File: src/rtl/auxclk_pkg.sv
package auxclk_pkg;

    localparam int unsigned CNT_W = 4;

    typedef enum logic [1:0] {
        SEL_DIV7P5 = 2'b00,
        SEL_DIV6   = 2'b01,
        SEL_DIV12  = 2'b10,
        SEL_DIV10  = 2'b11
    } ratio_e;

    typedef struct packed {
        logic   en;
        ratio_e ratio;
    } slow_cfg_t;

    typedef struct packed {
        logic en;
        logic fast;
    } fast_cfg_t;

    // Length of one output period in oscillator cycles; the 7.5 ratio alternates 8 and 7.
    function automatic logic [CNT_W-1:0] period_len(input ratio_e r, input logic alt);
        case (r)
            SEL_DIV7P5: period_len = alt ? CNT_W'(7) : CNT_W'(8);
            SEL_DIV6:   period_len = CNT_W'(6);
            SEL_DIV12:  period_len = CNT_W'(12);
            default:    period_len = CNT_W'(10);
        endcase
    endfunction

    // Number of high cycles at the start of each period.
    function automatic logic [CNT_W-1:0] high_len(input ratio_e r);
        case (r)
            SEL_DIV7P5: high_len = CNT_W'(4);
            SEL_DIV6:   high_len = CNT_W'(3);
            SEL_DIV12:  high_len = CNT_W'(6);
            default:    high_len = CNT_W'(5);
        endcase
    endfunction

endpackage

File: src/rtl/auxclk_slow_div.sv
module auxclk_slow_div
    import auxclk_pkg::*;
#(
    parameter int unsigned W = auxclk_pkg::CNT_W
) (
    input  logic      clk,
    input  logic      rst,
    input  slow_cfg_t cfg_in,
    output logic      clk_out
);

    localparam logic [W-1:0] ONE = {{(W-1){1'b0}}, 1'b1};

    logic [W-1:0] cnt_q, cnt_d;
    slow_cfg_t    cfg_q, cfg_d;
    logic         alt_q, alt_d;
    logic         out_q, out_d;
    logic         wrap;

    assign wrap = (cnt_q == period_len(cfg_q.ratio, alt_q) - ONE);

    always_comb begin
        if (wrap) begin
            cnt_d = '0;
            cfg_d = cfg_in;
            alt_d = (cfg_q.ratio == SEL_DIV7P5) && (cfg_in.ratio == SEL_DIV7P5) && !alt_q;
        end else begin
            cnt_d = cnt_q + ONE;
            cfg_d = cfg_q;
            alt_d = alt_q;
        end
        out_d = cfg_d.en && (cnt_d < high_len(cfg_d.ratio));
    end

    always_ff @(posedge clk) begin
        if (rst) begin
            cnt_q <= '0;
            cfg_q <= '0;
            alt_q <= 1'b0;
            out_q <= 1'b0;
        end else begin
            cnt_q <= cnt_d;
            cfg_q <= cfg_d;
            alt_q <= alt_d;
            out_q <= out_d;
        end
    end

    assign clk_out = out_q;

    // applied configuration only moves after a low cycle
    assert_cfg_at_low_R7: assert property (@(posedge clk) disable iff (rst)
        (cfg_q != $past(cfg_q)) |-> !$past(out_q));

    // a high phase starts only at the beginning of a period
    assert_rise_at_start_R7: assert property (@(posedge clk) disable iff (rst)
        $rose(out_q) |-> (cnt_q == '0));

    // counter stays inside the current period
    assert_cnt_in_period_R2: assert property (@(posedge clk) disable iff (rst)
        cnt_q < period_len(cfg_q.ratio, alt_q));

    // output is low on the cycle after reset is seen
    assert_reset_low_R9: assert property (@(posedge clk)
        $past(rst) |-> !out_q);

endmodule

File: src/rtl/auxclk_fast_div.sv
module auxclk_fast_div
    import auxclk_pkg::*;
(
    input  logic      clk,
    input  logic      rst,
    input  fast_cfg_t cfg_in,
    output logic      clk_out
);

    logic      half_q;
    fast_cfg_t cfg_q;

    always_ff @(posedge clk) begin
        if (rst) half_q <= 1'b0;
        else     half_q <= !half_q;
    end

    // Settings are taken on a falling edge while both candidate outputs are low.
    always_ff @(negedge clk) begin
        if (rst)          cfg_q <= '0;
        else if (!half_q) cfg_q <= cfg_in;
    end

    assign clk_out = cfg_q.en & (cfg_q.fast ? clk : half_q);

    // the divided phase toggles on every rising edge outside reset
    assert_half_toggles_R6: assert property (@(posedge clk) disable iff (rst)
        !$past(rst) |-> (half_q != $past(half_q)));

    // applied setting changes only when the divided phase was low
    assert_cfg_when_low_R8: assert property (@(negedge clk) disable iff (rst)
        (cfg_q != $past(cfg_q)) |-> !$past(half_q));

endmodule

File: src/rtl/auxclk_gen.sv
module auxclk_gen
    import auxclk_pkg::*;
#(
    parameter int unsigned CNT_W = auxclk_pkg::CNT_W
) (
    input  logic       clk,
    input  logic       rst,
    input  logic       out1_en,
    input  logic       out1_fast,
    input  logic       out2_en,
    input  logic [1:0] out2_ratio,
    output logic       out1_clk,
    output logic       out2_clk
);

    slow_cfg_t slow_req;
    fast_cfg_t fast_req;

    assign slow_req.en    = out2_en;
    assign slow_req.ratio = ratio_e'(out2_ratio);
    assign fast_req.en    = out1_en;
    assign fast_req.fast  = out1_fast;

    auxclk_slow_div #(.W(CNT_W)) slow_i (
        .clk     (clk),
        .rst     (rst),
        .cfg_in  (slow_req),
        .clk_out (out2_clk)
    );

    auxclk_fast_div fast_i (
        .clk     (clk),
        .rst     (rst),
        .cfg_in  (fast_req),
        .clk_out (out1_clk)
    );

endmodule

File: config.mk
export PLATFORM = sky130hd
export DESIGN_NAME = auxclk_gen
export DESIGN_NICKNAME = d
export VERILOG_FILES = /design/src/rtl/auxclk_pkg.sv /design/src/rtl/auxclk_slow_div.sv /design/src/rtl/auxclk_fast_div.sv /design/src/rtl/auxclk_gen.sv
export SDC_FILE = /design/constraint.sdc
export NUM_CORES = 1
export LEC_CHECK = 0
export BUFFER_PORTS_ARGS = -buffer_cell sky130_fd_sc_hd__buf_2
export CAP_MARGIN = 20
export CELL_PAD_IN_SITES_DETAIL_PLACEMENT = 1
export CELL_PAD_IN_SITES_GLOBAL_PLACEMENT = 2
export CORE_AREA = 5 5 50 52
export CTS_BUF_LIST = sky130_fd_sc_hd__clkbuf_8 sky130_fd_sc_hd__clkbuf_16
export CTS_CLUSTER_SIZE = 10
export DETAILED_ROUTE_END_ITERATION = 7
export DIE_AREA = 0 0 55 57
export PLACE_DENSITY_LB_ADDON = 0.1
export SETUP_SLACK_MARGIN = 0.02
export SLEW_MARGIN = 20
export SYNTH_ARGS = -nofsm -noshare
export SYNTH_HDL_FRONTEND = slang
export SYNTH_SLANG_ARGS = --single-unit
File: constraint.sdc
create_clock -name clk -period 5.9 [get_ports clk]
set_input_delay 0.295 -clock clk [delete_from_list [all_inputs] [get_ports clk]]
set_output_delay 0.295 -clock clk [all_outputs]
set_load 0.02 [all_outputs]
==> results of run 1 <==
==> power breakdown <==
part	internal [mW]	switching (mW)	leakage, nW
Sequential	0.0847	0.00368	0.0981
Combinational	0.00984	0.00901	0.207
Clock	0.0929	0.0458	0.0642
==> worst min-delay path, stage by stage <==
cell and delay (ns):
buf_2 0.09, mux2i_1 0.06, nor2_1 0.07
==> cells in the final DEF (no fill, tap or decap), types with 3 or more instances in the layout <==
cell,synthesis,final
nor2b_1,4,4
inv_1,3,4
mux2i_1,6,6
nor2_1,9,9
xnor2_1,3,3
ha_1,6,6
dfxtp_1,12,12
clkbuf_8,0,6
nor3_1,3,3
buf_2,0,8
==> through the flow <==
step / worst slack (ns) / power (mW) / hold WS (ns) / area [µm²] / utilization, %
floorplan: 1.929 / 0.1092 / 0.3666 / 710.7 / -
global placement: 1.969 / 0.1149 / 0.4603 / 770.7 / 37.36
detailed placement: 1.951 / 0.1155 / 0.4632 / 770.7 / 37.36
CTS: 1.444 / 0.2523 / 0.1943 / 862.1 / 41.78
global route: 1.389 / 0.2605 / 0.2151 / 862.1 / 41.78
finish: 1.478 / 0.2459 / 0.1994 / 862.1 / 41.78
==> sequential cells by signal, summed over array words and instances (netlist names) <==
signal and count:
slow_i.cnt_q 4, fast_i.cfg_q 2, fast_i.half_q 1, slow_i.cfg_q 3, slow_i.clk_out 1, slow_i.alt_q 1
==> path summary, 6_finish.rpt <==
path / from / endpoint / slack, ns / depth (start not counted)
worst max register to register: fast_i.half_q$_SDFF_PP0_ / fast_i.cfg_q[0]$_SDFFE_NP0N_ / 2.26 / 2
worst min-delay path: out2_en / slow_i.cfg_q[2]$_SDFF_PP0_ / 0.20 / 3
worst max-delay path: fast_i.cfg_q[0]$_SDFFE_NP0N_ / out1_clk / 1.48 / 3
worst min register to register: fast_i.half_q$_SDFF_PP0_ / fast_i.half_q$_SDFF_PP0_ / 0.47 / 1
==> per-layer routing <==
metal / track usage (%) / share of wire [%] / up-vias
li1: - / - / 288
met1: 13.12 / 46 / 258
met2: 16.72 / 46 / 12
met3: 2.611 / 2.8 / 7
met4: 14.58 / 4.6 / 0
met5: 0 / 0 / -
==> final cells by class <==
type,instances,area share (%)
Inverter,2,0.8708
Tap cell,28,4.064
Multi-Input combinational cell,55,51.52
Timing Repair Buffer,7,4.064
Clock buffer,7,10.16
Clock inverter,3,1.451
Sequential cell,12,27.87
==> logic make-up after synthesis <==
kind of cell | synth area share (%)
adder cells (fa/ha/maj) | 10.56
AND/OR/NAND/NOR | 24.12
multiplexers | 8.451
XOR/XNOR | 6.163
flip-flops | 33.80
AO/OA/AOI/OAI | 13.20
buffers and inverters | 3.696
==> impl_metrics.yaml, run 1 <==
status:
  status: "complete, no violations"
power_and_ir_drop:
  peakVddDrop_uv: 139.2
  p_per_area_nw_per_um2: 285.3
  power_leakage_nw: 0.3688
grt:
  overflow: 0
  antenna_found_initial: 0
  grt_max_degree: 13
  grt_usage_pct: 12.00
  grt_pass1_wl_mm: 2.559
  grt_pass1_vias: 653
placed_design:
  gp_congestion: 0.6680
  dp_hpwl_mm: 1.087
  portBuffers: 8
  place_inst: 106
logic_synthesis:
  synth_area_um2: 710.7
  synth_edf_count: 0
  ys_seq_area_share_pct: 33.80
  ys_types: 30
  ys_warn_count: 0
  synth_common_cells: "dfxtp_1 (12), nor2_1 (9), ha_1 (6), mux2i_1 (6), nor2b_1 (4)"
  syn_area_per_cell_um2: 9.871
  synthCells: 72
  synthDominantCellAreaShare_pct: 33.80
  synth_seq_cells: 12
  async_flop_share_pct: 0
  syn_nets: 85
  synthTopCellsByArea: "dfxtp_1 (34%), ha_1 (11%), mux2i_1 (8.5%), nor2_1 (4.8%), xnor2_1 (3.7%)"
  synth_area_leader_cell: "dfxtp_1"
  synth_most_common_cell: "dfxtp_1"
  synthFlopType: "dfxtp_1"
finish:
  n_antenna_cell: 0
  multiInputGateArea_um2: 444.2
  drive_gt1_share_pct: 26.74
  syn2layout_area_growth_pct: 21.30
  regArea_um2: 240.2
  final_nets: 100
  fill_cells: 256
  stdcell_count: 114
worst_setup_path:
  slowest_delay_ns: 0.34
  path_buf_inv: 1
  arrival_ns: 4.13
  cp.required_ns: 5.61
  cp_cell_sequence: "mux2i_1 > nor2b_1 > buf_2"
  critPathMaxFanout: 2
  cp_top_family: "flip-flops"
  end_kind: "primary output"
  critPathKind: "reg -> out"
  cp-start-kind: "flip-flop"
  crit_slowest_cell: "dfxtp_1"
cts:
  cts-hold-fix-buffers: 0
  clkLatencyLatePin_ns: 0.43
  ctsResizeCount: 0
  cts_setup_buffers: 0
  cts_tree: "yes"
  cts.reportedPaths.clkPinSlew_ns: 0.05
timing:
  setup_tns_ns: 0
  slew_viol_final: 0
  setup_violations: 0
  hold_violations: 0
  worst_pin_slew_ns: 0.3389
  fin_worst_skew_ns: 0.08243
  rsz0062_at_grt: "false"
  slew_headroom_pct: 77.33
detailed_routing:
  drc: 0
  viasPerCell: 4.956
  postRouteAntennaNets: 0
  drt_iter0_drc: 2
  vias: 565
  wl_per_cell_um: 12.61
  finalWirelength_mm: 1.438
  drtPass1Iterations: 3
worst_hold_path:
  hold_path.class: "in -> reg"
floorplanning:
  start_util_pct: 34.45
  core-area_um2: 2063
  placementRows: 17
  die_area_um2: 3135
  die_w_um: 55
  die_h_um: 57
  ios: 9
run:
  cap_violations: 0
Power figures use the tool's default switching activity.
==> run 2, diff against run 1 <==
CORE_AREA = 5 5 52 54   (was 5 5 50 52)
DIE_AREA = 0 0 57 59   (was 0 0 55 57)
clock period = 4.63 ns   (was 5.9 ns; I/O delays follow)
==> run 2 against run 1 <==
Net effect: non-clock buffer count stayed put; first-iteration DRC count increased to 4.0 times the previous value; flip-flop and latch count is the same; clock power grew 27%; clock skew down 0.0037 ns; register-to-register slack got worse by 0.80 ns; global-route usage decreased by 2.0 points; via count down 0.88%; critical endpoint unchanged; largest cell class unchanged; highest routed layer unchanged.
==> impl_metrics.yaml, run 2 (synthesis results as in run 1) <==
detailed_routing:
  vias: 560
  drtPass1Iterations: 3
  finalWirelength_mm: 1.446
  viasPerCell: 4.912
  top_layer_used: "met4"
  wl_met3_um: 31
  wl_per_cell_um: 12.68
  postRouteAntennaNets: 0
  met2WireLength_um: 678
  drc: 0
  wl_met1_um: 688
  drt_iter0_drc: 8
worst_setup_path:
  critPathKind: "reg -> out"
  cp.required_ns: 4.40
  r2r_start: "slow_i.cfg_q[0]$_SDFF_PP0_"
  arrival_ns: 3.48
  end_kind: "primary output"
  reg2reg_depth: 12
  cp-start-kind: "flip-flop"
  rrSetupSlack_ns: 1.46
  critPathMaxFanout: 2
  r2r-end: "slow_i.clk_out$_SDFF_PP0_"
finish:
  stdcell_count: 114
  final_common_cell: "dfxtp_1"
  drive_gt1_share_pct: 26.74
  final_nets: 100
  syn2layout_area_growth_pct: 21.30
  reg_top3: "slow_i.cnt_q (4), slow_i.cfg_q (3), fast_i.cfg_q (2)"
  regMostFlops: "slow_i.cnt_q"
  n_antenna_cell: 0
  final_cell_mix: "dfxtp_1 (12), nor2_1 (9), buf_2 (8)"
  largest_reg_flops: 4
timing:
  slew_viol_final: 0
  fin_worst_skew_ns: 0.07874
  setup_violations: 0
  setup_tns_ns: 0
  slew_headroom_pct: 79.51
  hold_violations: 0
  rsz0062_at_grt: "false"
  worst_pin_slew_ns: 0.3064
cts:
  cts_setup_buffers: 0
  cts-hold-fix-buffers: 0
  cts_tree: "yes"
  cts.reportedPaths.clkPinSlew_ns: 0.05
  clkLatencyLatePin_ns: 0.43
  ctsResizeCount: 0
placed_design:
  dp_hpwl_mm: 1.085
  place_inst: 106
  gp_congestion: 0.7309
  portBuffers: 8
run:
  cap_violations: 0
status:
  status: "complete, no violations"
worst_hold_path:
  hold_path.class: "in -> reg"
  hp-start: "out2_en"
  whs_endpoint: "slow_i.cfg_q[2]$_SDFF_PP0_"
  holdPathStages: 3
power_and_ir_drop:
  p_per_area_nw_per_um2: 362.9
  power_leakage_nw: 0.3688
  peakVddDrop_uv: 292.8
floorplanning:
  placementRows: 17
  die_w_um: 57
  die_h_um: 59
  start_util_pct: 32.76
  core-area_um2: 2170
  die_area_um2: 3363
  ios: 9
grt:
  antenna_found_initial: 0
  grt_max_degree: 13
  overflow: 0
  grt_pass1_vias: 596
  grt_usage_pct: 9.991
  grt_pass1_wl_mm: 2.442
-- run 2: cell counts in the layout (fill, tap and decap cells not counted) --
No cell type changed its count.
-- run 2: per-stage QoR --
stage	utilization (%)	hold WS, ns	power, mW	area [µm²]	worst slack [ns]
floorplan	-	0.3031	0.1391	710.7	1.357
CTS	39.73	0.1325	0.3195	862.1	0.8946
finish	39.73	0.1353	0.3129	862.1	0.9156
global route	39.73	0.1642	0.3321	862.1	0.8535
detailed placement	35.52	0.4599	0.1475	770.7	1.388
global placement	35.52	0.4615	0.1469	770.7	1.396
-- run 2: final cells by class --
type                       count  area [µm²]
fill                         270        1308
multi-input combinational     55       444.2
sequential                    12       240.2
clock buffer                   7       87.58
timing repair buffer           7       35.03
tap                           28       35.03
clock inverter                 3       12.51
inverter                       2       7.507
-- run 2: power breakdown --
| part | total [mW] | leakage (nW) | switching, mW | internal, mW |
|---|---|---|---|---|
| Sequential | 0.113 | 0.0981 | 0.00489 | 0.108 |
| Combinational | 0.0245 | 0.207 | 0.0120 | 0.0125 |
| Clock | 0.176 | 0.0642 | 0.0573 | 0.118 |
-- run 2: critical path, stage by stage (launching register included) --
cell	delay [ns]
dfxtp_1	0.34
mux2i_1	0.19
nor2b_1	0.06
buf_2	0.15
-- run 2: worst max-delay path by stage --
stage / slack (ns) / cells after the start / end / start
final: 0.92 / 3 / out1_clk / fast_i.cfg_q[0]$_SDFFE_NP0N_
after floorplan: 1.36 / 2 / out1_clk / fast_i.cfg_q[0]$_SDFFE_NP0N_
after global placement: 1.40 / 3 / out1_clk / fast_i.cfg_q[0]$_SDFFE_NP0N_
after global routing: 0.85 / 3 / out1_clk / fast_i.cfg_q[0]$_SDFFE_NP0N_
after CTS: 0.89 / 3 / out1_clk / fast_i.cfg_q[0]$_SDFFE_NP0N_
after detailed placement: 1.39 / 3 / out1_clk / fast_i.cfg_q[0]$_SDFFE_NP0N_
-- run 2: layer usage --
metal / track usage, % / vias up
met3: 3.704 / 5
met2: 15.33 / 7
li1: - / 289
met1: 10.46 / 259
met4: 9.603 / 0
met5: 0 / -
